==> src/rtl/pspc_pkg.sv <==
package pspc_pkg;

  localparam int CODE_W = 3;
  localparam int RATE_W = 15;
  localparam int CAP_W  = 18;

  typedef struct packed {
    logic clear;     // start of a new run
    logic accept;    // a port code is taken this cycle
    logic internal;  // the taken port is an internal one
  } strobe_t;

  function automatic logic [RATE_W-1:0] codeToRate(input logic [CODE_W-1:0] code);
    case (code)
      3'd1:    return RATE_W'(1000);
      3'd2:    return RATE_W'(2500);
      3'd3:    return RATE_W'(5000);
      3'd4:    return RATE_W'(10000);
      3'd5:    return RATE_W'(25000);
      3'd6:    return RATE_W'(500);
      3'd7:    return RATE_W'(12500);
      default: return '0;
    endcase
  endfunction

  function automatic logic [CAP_W-1:0] selToCapacity(input logic [1:0] sel);
    case (sel)
      2'd0:    return CAP_W'(83000);
      2'd1:    return CAP_W'(166000);
      2'd2:    return CAP_W'(208000);
      default: return '0;
    endcase
  endfunction

endpackage

==> src/rtl/pspc_ctrl.sv <==
module pspc_ctrl
  import pspc_pkg::*;
#(
  parameter int NUM_PORTS      = 70,
  parameter int FRONT_PORTS    = 65,
  parameter int PORTS_PER_WORD = 10,
  parameter int NUM_WORDS      = 7
) (
  input  logic clk,
  input  logic rstN,
  input  logic start,
  input  logic portValid,
  output strobe_t strb,
  output logic [((NUM_WORDS > 1) ? $clog2(NUM_WORDS) : 1)-1:0] wordIdx,
  output logic [((PORTS_PER_WORD > 1) ? $clog2(PORTS_PER_WORD) : 1)-1:0] slotIdx,
  output logic done
);
  localparam int PORT_IDX_W = (NUM_PORTS > 1) ? $clog2(NUM_PORTS) : 1;
  localparam int WORD_IDX_W = (NUM_WORDS > 1) ? $clog2(NUM_WORDS) : 1;
  localparam int SLOT_IDX_W = (PORTS_PER_WORD > 1) ? $clog2(PORTS_PER_WORD) : 1;

  typedef enum logic [1:0] {S_IDLE, S_RUN, S_DONE} state_t;

  state_t state;
  logic [PORT_IDX_W-1:0] portIdx;
  logic lastPort;
  logic lastSlot;
  logic lastAccept;

  assign lastPort   = (portIdx == PORT_IDX_W'(NUM_PORTS - 1));
  assign lastSlot   = (slotIdx == SLOT_IDX_W'(PORTS_PER_WORD - 1));
  assign lastAccept = strb.accept && lastPort;

  always_comb begin
    strb.clear    = start;
    strb.accept   = (state == S_RUN) && portValid && !start;
    strb.internal = (portIdx >= PORT_IDX_W'(FRONT_PORTS));
  end

  always_ff @(posedge clk or negedge rstN) begin
    if (!rstN) begin
      state   <= S_IDLE;
      portIdx <= '0;
      wordIdx <= '0;
      slotIdx <= '0;
    end else if (start) begin
      state   <= S_RUN;
      portIdx <= '0;
      wordIdx <= '0;
      slotIdx <= '0;
    end else if (strb.accept) begin
      if (lastPort) begin
        state <= S_DONE;
      end
      portIdx <= portIdx + 1'b1;
      if (lastSlot) begin
        slotIdx <= '0;
        wordIdx <= wordIdx + 1'b1;
      end else begin
        slotIdx <= slotIdx + 1'b1;
      end
    end
  end

  assign done = (state == S_DONE);

  // done rises only right after the final port was taken
  p_done_rise_r8: assert property (@(posedge clk) disable iff (!rstN)
    $rose(done) |-> $past(lastAccept));

  // a start pulse leaves done low and the port count at zero
  p_start_clears_r7: assert property (@(posedge clk) disable iff (!rstN)
    start |=> (!done && portIdx == '0 && slotIdx == '0 && wordIdx == '0));

  // without an accepted port the position does not move
  p_hold_idle_r9: assert property (@(posedge clk) disable iff (!rstN)
    (!strb.accept && !start) |=> ($stable(portIdx) && $stable(slotIdx)));

endmodule

==> src/rtl/pspc_datapath.sv <==
module pspc_datapath
  import pspc_pkg::*;
#(
  parameter int NUM_PORTS      = 70,
  parameter int FRONT_PORTS    = 65,
  parameter int PORTS_PER_WORD = 10,
  parameter int NUM_WORDS      = 7,
  parameter int TARGET_BW      = 129000
) (
  input  logic clk,
  input  logic rstN,
  input  strobe_t strb,
  input  logic [((NUM_WORDS > 1) ? $clog2(NUM_WORDS) : 1)-1:0] wordIdx,
  input  logic [((PORTS_PER_WORD > 1) ? $clog2(PORTS_PER_WORD) : 1)-1:0] slotIdx,
  input  logic [CODE_W-1:0] portCode,
  input  logic [1:0] clkSel,
  input  logic done,
  output logic [NUM_WORDS*PORTS_PER_WORD*CODE_W-1:0] calWords,
  output logic portErr,
  output logic coreErr
);
  localparam int WORD_IDX_W = (NUM_WORDS > 1) ? $clog2(NUM_WORDS) : 1;
  localparam int SLOT_IDX_W = (PORTS_PER_WORD > 1) ? $clog2(PORTS_PER_WORD) : 1;
  localparam int SUM_W      = $clog2(NUM_PORTS * 25000 + 1);
  localparam int CMP_W      = (SUM_W > CAP_W) ? SUM_W : CAP_W;

  logic [SUM_W-1:0] frontSum;
  logic [SUM_W-1:0] totalSum;
  logic [CAP_W-1:0] capReg;
  logic             capBad;
  logic [RATE_W-1:0] rate;
  logic [RATE_W-1:0] weighted;

  assign rate     = codeToRate(portCode);
  assign weighted = strb.internal ? (rate >> 1) : rate;

  always_ff @(posedge clk or negedge rstN) begin
    if (!rstN) begin
      frontSum <= '0;
      totalSum <= '0;
      capReg   <= '0;
      capBad   <= 1'b0;
    end else if (strb.clear) begin
      frontSum <= '0;
      totalSum <= '0;
      capReg   <= selToCapacity(clkSel);
      capBad   <= (clkSel == 2'd3);
    end else if (strb.accept) begin
      totalSum <= totalSum + SUM_W'(weighted);
      if (!strb.internal) begin
        frontSum <= frontSum + SUM_W'(rate);
      end
    end
  end

  for (genvar w = 0; w < NUM_WORDS; w++) begin : g_word
    for (genvar s = 0; s < PORTS_PER_WORD; s++) begin : g_slot
      localparam int FLAT = w * PORTS_PER_WORD + s;
      if (FLAT < NUM_PORTS) begin : g_used
        logic [CODE_W-1:0] field;
        always_ff @(posedge clk or negedge rstN) begin
          if (!rstN) begin
            field <= '0;
          end else if (strb.clear) begin
            field <= '0;
          end else if (strb.accept && wordIdx == WORD_IDX_W'(w)
                       && slotIdx == SLOT_IDX_W'(s)) begin
            field <= portCode;
          end
        end
        assign calWords[FLAT*CODE_W +: CODE_W] = field;
      end else begin : g_spare
        assign calWords[FLAT*CODE_W +: CODE_W] = '0;
      end
    end
  end

  assign portErr = done && (CMP_W'(frontSum) > CMP_W'(TARGET_BW));
  assign coreErr = done && (capBad || (CMP_W'(totalSum) > CMP_W'(capReg)));

  // the front sum can never pass the total, since the total contains it
  p_front_within_total_r3: assert property (@(posedge clk) disable iff (!rstN)
    frontSum <= totalSum);

  // taking a port never lowers the total
  p_total_grows_r1: assert property (@(posedge clk) disable iff (!rstN)
    (strb.accept && !strb.clear) |=> (totalSum >= $past(totalSum)));

  // a start empties both sums
  p_sums_cleared_r7: assert property (@(posedge clk) disable iff (!rstN)
    strb.clear |=> (totalSum == '0 && frontSum == '0));

  // the selected capacity holds still between starts
  p_cap_held_r4: assert property (@(posedge clk) disable iff (!rstN)
    !strb.clear |=> ($stable(capReg) && $stable(capBad)));

  // no flag shows while results are not ready
  p_flags_gated_r8: assert property (@(posedge clk) disable iff (!rstN)
    !done |-> (!portErr && !coreErr));

endmodule

==> src/rtl/port_speed_calendar.sv <==
module port_speed_calendar
  import pspc_pkg::*;
#(
  parameter int NUM_PORTS      = 70,
  parameter int FRONT_PORTS    = 65,
  parameter int PORTS_PER_WORD = 10,
  parameter int TARGET_BW      = 129000,
  localparam int NUM_WORDS     = (NUM_PORTS + PORTS_PER_WORD - 1) / PORTS_PER_WORD,
  localparam int OUT_W         = NUM_WORDS * PORTS_PER_WORD * CODE_W
) (
  input  logic             clk,
  input  logic             rstN,
  input  logic             start,
  input  logic [1:0]       clkSel,
  input  logic             portValid,
  input  logic [2:0]       portCode,
  output logic             done,
  output logic             portErr,
  output logic             coreErr,
  output logic [OUT_W-1:0] calWords
);
  localparam int WORD_IDX_W = (NUM_WORDS > 1) ? $clog2(NUM_WORDS) : 1;
  localparam int SLOT_IDX_W = (PORTS_PER_WORD > 1) ? $clog2(PORTS_PER_WORD) : 1;

  strobe_t strb;
  logic [WORD_IDX_W-1:0] wordIdx;
  logic [SLOT_IDX_W-1:0] slotIdx;

  pspc_ctrl #(
    .NUM_PORTS(NUM_PORTS), .FRONT_PORTS(FRONT_PORTS),
    .PORTS_PER_WORD(PORTS_PER_WORD), .NUM_WORDS(NUM_WORDS)
  ) u_ctrl (
    .clk(clk), .rstN(rstN), .start(start), .portValid(portValid),
    .strb(strb), .wordIdx(wordIdx), .slotIdx(slotIdx), .done(done)
  );

  pspc_datapath #(
    .NUM_PORTS(NUM_PORTS), .FRONT_PORTS(FRONT_PORTS),
    .PORTS_PER_WORD(PORTS_PER_WORD), .NUM_WORDS(NUM_WORDS),
    .TARGET_BW(TARGET_BW)
  ) u_dp (
    .clk(clk), .rstN(rstN), .strb(strb), .wordIdx(wordIdx),
    .slotIdx(slotIdx), .portCode(portCode), .clkSel(clkSel),
    .done(done), .calWords(calWords), .portErr(portErr), .coreErr(coreErr)
  );

endmodule

==> config.mk <==
export PLATFORM = sky130hd
export DESIGN_NAME = port_speed_calendar
export DESIGN_NICKNAME = d
export VERILOG_FILES = /design/src/rtl/pspc_pkg.sv /design/src/rtl/pspc_ctrl.sv /design/src/rtl/pspc_datapath.sv /design/src/rtl/port_speed_calendar.sv
export SDC_FILE = /design/constraint.sdc
export NUM_CORES = 1
export LEC_CHECK = 0
export ABC_AREA = 1
export BUFFER_PORTS_ARGS = -buffer_cell sky130_fd_sc_hd__buf_2
export CAP_MARGIN = 20
export CORE_MARGIN = 4
export CORE_UTILIZATION = 52
export CTS_CLUSTER_SIZE = 8
export DETAILED_ROUTE_END_ITERATION = 10
export PLACE_DENSITY = 0.75
export SLEW_MARGIN = 20
export SYNTH_ARGS = -nofsm -noshare
export SYNTH_HDL_FRONTEND = slang
export SYNTH_HIERARCHICAL = 1
export SYNTH_SLANG_ARGS = --single-unit
==> constraint.sdc <==
create_clock -name clk -period 6.6 [get_ports clk]
set_input_delay 0.99 -clock clk [delete_from_list [all_inputs] [get_ports clk]]
set_output_delay 0.99 -clock clk [all_outputs]
set_load 0.02 [all_outputs]
==> flow_summary_export.csv <==
group,metric,value,unit
outcome,run_status,"completed",
detailed_routing,wl_met3,3.26,mm
die,die-width,165,µm
clock_network,clock_insertion_delay_worst_skew,0.52,ns
timing,final_report_hold_violation_count,0,
worst_setup_path,crit_chain,"inv_1 -> ha_1 -> nor2_1 -> a31oi_1 -> inv_1 -> nor2_1 -> ha_1 -> inv_1 -> fa_1 -> o21ai_2 -> nand2_1 -> nand2_1 -> nand2_1 -> nand2_1 -> nand3_1 -> nand2_1 -> nor2_1",
clock_network,path_clk_slew,0.05,ns
power_and_ir_drop,power.density_cell_area,275,nW/µm²
detailed_routing,ant_nets,0,
power_and_ir_drop,vdd_drop_max,0.231,mV
worst_setup_path,path_common_cell,"sky130_fd_sc_hd__nand2_1",
die,floorplan.rows,57,
synth,synth-edff-count,0,
power_and_ir_drop,swShare,0.281,
timing,timing.slew.headroom,0.334,
worst_setup_path,worstSetupPathType,"flop to flop",
timing,timing_max_transition_violations_final,0,
global_routing,grt_antenna_before_repair,0,
placement,post_dp_area,14300,µm²
clock_network,post_cts.resized_instances,0,
detailed_routing,met1Wirelength,14.8,mm
clock_network,clock-sinks,272,
worst_setup_path,path_max_fanout,13,
detailed_routing,wirelength,36.8,mm
synth,synth-warning-count,6,
synth,synthXorXnorAreaFrac,0.00681,
synth,synth-main-ff-cell,"sky130_fd_sc_hd__dfrtp_1",
synth,synth-seq-area-share,0.529,
global_routing,first_global_vias,11215,
timing,final_min_period_over_clock_period,0.584,
synth,share_of_synthesized_cell_area_in_and_or_nand_and_nor_gates,0.203,
global_routing,grt_first_pass_wirelength,58.5,mm
global_routing,gr_ovfl_total,0,
worst_setup_path,r2r_start,"u_ctrl/portIdx[1]",
synth,synth_top_family_by_area,"simple AND/OR/NAND/NOR gates",
timing,sum_of_negative_setup_slack,0,ns
worst_setup_path,r2r_cells,17,
worst_setup_path,reg2reg_to,"u_dp/totalSum[19]",
placement,finalWeightedCongestion,0.884,
flow_run,maxCapViolations,0,
synth,synth_compound_gate_area_share,0.155,
global_routing,grt_start_max_net_pins,141,
power_and_ir_drop,switchingPower,1.19,mW
worst_setup_path,cp.required,7.00,ns
synth,postSynthAreaPerCell,8.50,µm²
timing,hold_ws,0.434,ns
layout,post_route_cells_drive_above_1_share,0.182,
placement,buffer_ports.inserted,221,
worst_setup_path,cp_num_buf_inv,3,
timing,finalWorstPathRequiredPeriod,3.85,ns
layout,fillers,2047,
timing,fin_worst_skew,0.0163,ns
worst_setup_path,rrSetupSlack,2.75,ns
die,floorplan.die.height,165,µm
worst_setup_path,worstPathArrival,4.25,ns
synth,yosys_register_bits,272,
detailed_routing,initialDrtViolationCount,815,
timing,max_freq,0.260,GHz
die,boundaryPins,222,
power_and_ir_drop,portion_of_total_power_attributed_to_sequential_cells,0.434,
detailed_routing,route.detailed.drc,0,
hold_path,min-delay-path-class,"input port to async pin",
detailed_routing,drt_pass1_iterations,5,
detailed_routing,post_drt_via_cell_ratio,5.50,
clock_network,number_of_clock_buffers_inserted_by_tritoncts,40,
placement,detailedPlacementHpwl,25.2,mm
layout,area_used_by_multi_input_combinational_logic,5390,µm²
die,fp.coreArea,24300,µm²
layout,layout_common_cells,"sky130_fd_sc_hd__nand2_1, sky130_fd_sc_hd__dfrtp_1, sky130_fd_sc_hd__o21ai_0, sky130_fd_sc_hd__buf_2, sky130_fd_sc_hd__inv_1",
worst_setup_path,setup.worst_path.end_class,"flop",
timing,worst-slew-pin-transition,0.994,ns
worst_setup_path,start_kind,"flop",
detailed_routing,topRoutingLayerUsed,"met4",
clock_network,holdBufCountCts,0,
synth,postSynth.asyncResetShare,1.00,
detailed_routing,wl_per_cell,17.8,µm
clock_network,cts_root_buffer,"sky130_fd_sc_hd__clkbuf_16",
synth,yosys.area_share.adder,0.0518,
worst_setup_path,max_stage_delay,0.75,ns
die,floorplan.die_area,27300,µm²
worst_setup_path,path_delay_family,"compound AO/OA/AOI/OAI gates",
power_and_ir_drop,static-leakage-power,7.87,nW
clock_network,clock_tree_from_tritoncts,"done",
global_routing,globalRouteTotalUtil,0.269,
layout,postLayoutCellArea,15400,µm²
layout,layout.nets,1806,
clock_network,cts_buffer_depth,3,
worst_setup_path,cpMaxStageDelayCell,"sky130_fd_sc_hd__a31oi_1",
timing,rsz_0062_raised_after_global_routing,"false",
layout,sequential_cell_area,6810,µm²
layout,layout_commonest_cell,"sky130_fd_sc_hd__nand2_1",
synth,ys_types,41,
detailed_routing,routed-wl-met2,17.1,mm
power_and_ir_drop,pwr-share-comb,0.140,
layout,layout-area-overhead-vs-synth,19.8,%
synth,synth.cell_area,12900,µm²
clock_network,cts_setup_buffers,0,
clock_network,htree_num_levels,2,
power_and_ir_drop,clock_power_share,0.426,
synth,syn_inst,1512,
timing,number_of_setup_violations_in_the_final_report,0,
power_and_ir_drop,intPower,3.04,mW
synth,yosys-mux-area-fraction,0.00341,
synth,mappedNetlistNets,1573,
layout,num_antenna_cells,0,
detailed_routing,via_count,11407,
die,initial_utilization,0.529,
==> cells by family after synthesis <==
family / after synthesis
multiplexers: 4
flip-flops: 272
adder cells (fa/ha/maj): 52
XOR/XNOR: 10
AND/OR/NAND/NOR: 619
buffers and inverters: 169
AO/OA/AOI/OAI: 386
==> cell usage after synthesis (6+ instances only) <==
| master | n | area [µm²] |
|---|---|---|
| sky130_fd_sc_hd__o21ai_1 | 16 | 80.1 |
| sky130_fd_sc_hd__a21oi_1 | 103 | 515 |
| sky130_fd_sc_hd__nor2_1 | 105 | 394 |
| sky130_fd_sc_hd__nor2_4 | 9 | 101 |
| sky130_fd_sc_hd__nand3_1 | 55 | 275 |
| sky130_fd_sc_hd__clkbuf_1 | 21 | 78.8 |
| sky130_fd_sc_hd__inv_1 | 123 | 462 |
| sky130_fd_sc_hd__o21ai_0 | 243 | 1220 |
| sky130_fd_sc_hd__nor2_2 | 12 | 75.1 |
| sky130_fd_sc_hd__xnor2_1 | 6 | 52.6 |
| sky130_fd_sc_hd__dfrtp_1 | 272 | 6810 |
| sky130_fd_sc_hd__buf_2 | 9 | 45.0 |
| sky130_fd_sc_hd__ha_1 | 50 | 626 |
| sky130_fd_sc_hd__inv_2 | 8 | 30.0 |
| sky130_fd_sc_hd__o22ai_1 | 7 | 43.8 |
| sky130_fd_sc_hd__nand4_1 | 10 | 62.6 |
| sky130_fd_sc_hd__nor3_1 | 8 | 40.0 |
| sky130_fd_sc_hd__nand2_1 | 405 | 1520 |
==> flip-flops by register name (all words and copies together), names as in the netlist <==
name and cells:
u_dp/capBad 1, u_ctrl/portIdx 7, u_ctrl/wordIdx 3, u_dp/totalSum 20, u_ctrl/slotIdx 4, u_dp/frontSum 19, u_ctrl/state 2, u_dp/g_word.g_slot.g_used.field 210
u_dp/capReg 6
==> per-stage QoR <==
step / setup WS [ns] / util / std cells / power (mW)
floorplan: 3.78 / - / 1512 / 2.22
global placement: 3.05 / 0.586 / 2025 / 2.43
detailed placement: 2.83 / 0.586 / 2025 / 2.45
CTS: 2.80 / 0.631 / 2071 / 4.25
global route: 2.31 / 0.633 / 2073 / 4.41
finish: 2.75 / 0.633 / 2073 / 4.24
==> final cells by class <==
type,count,share of cell area
clock buffer,43,0.0671
clock inverter,3,0.00357
inverter,131,0.0319
multi-input combinational,1071,0.350
sequential,272,0.442
tap,324,0.0263
timing repair buffer,229,0.0791
==> power by group through the flow <==
stage               Combinational, mW  Sequential (mW)  Clock [mW]
floorplan                       0.264             1.95           0
global placement                0.576             1.86           0
detailed placement              0.588             1.86           0
CTS                             0.590             1.84        1.83
global route                    0.657             1.85        1.90
finish                          0.593             1.84        1.81
==> worst max path at each step <==
stage,start,endpoint,slack (ns),cells after the start
after global routing,u_ctrl/portIdx[1],u_dp/totalSum[19],2.31,17
after global placement,u_ctrl/portIdx[1],u_dp/totalSum[15],3.05,17
after floorplan,portCode[1],u_dp/totalSum[19],3.78,15
after CTS,u_ctrl/portIdx[1],u_dp/totalSum[17],2.80,17
final,u_ctrl/portIdx[1],u_dp/totalSum[19],2.75,17
after detailed placement,u_ctrl/portIdx[1],u_dp/totalSum[17],2.83,17
==> per-layer routing <==
layer	up-vias	global-route usage
li1	5430	-
met1	5457	0.339
met2	431	0.432
met3	89	0.0829
met4	0	0.114
met5	-	0
Note: power is estimated with default switching activity, not from simulation.
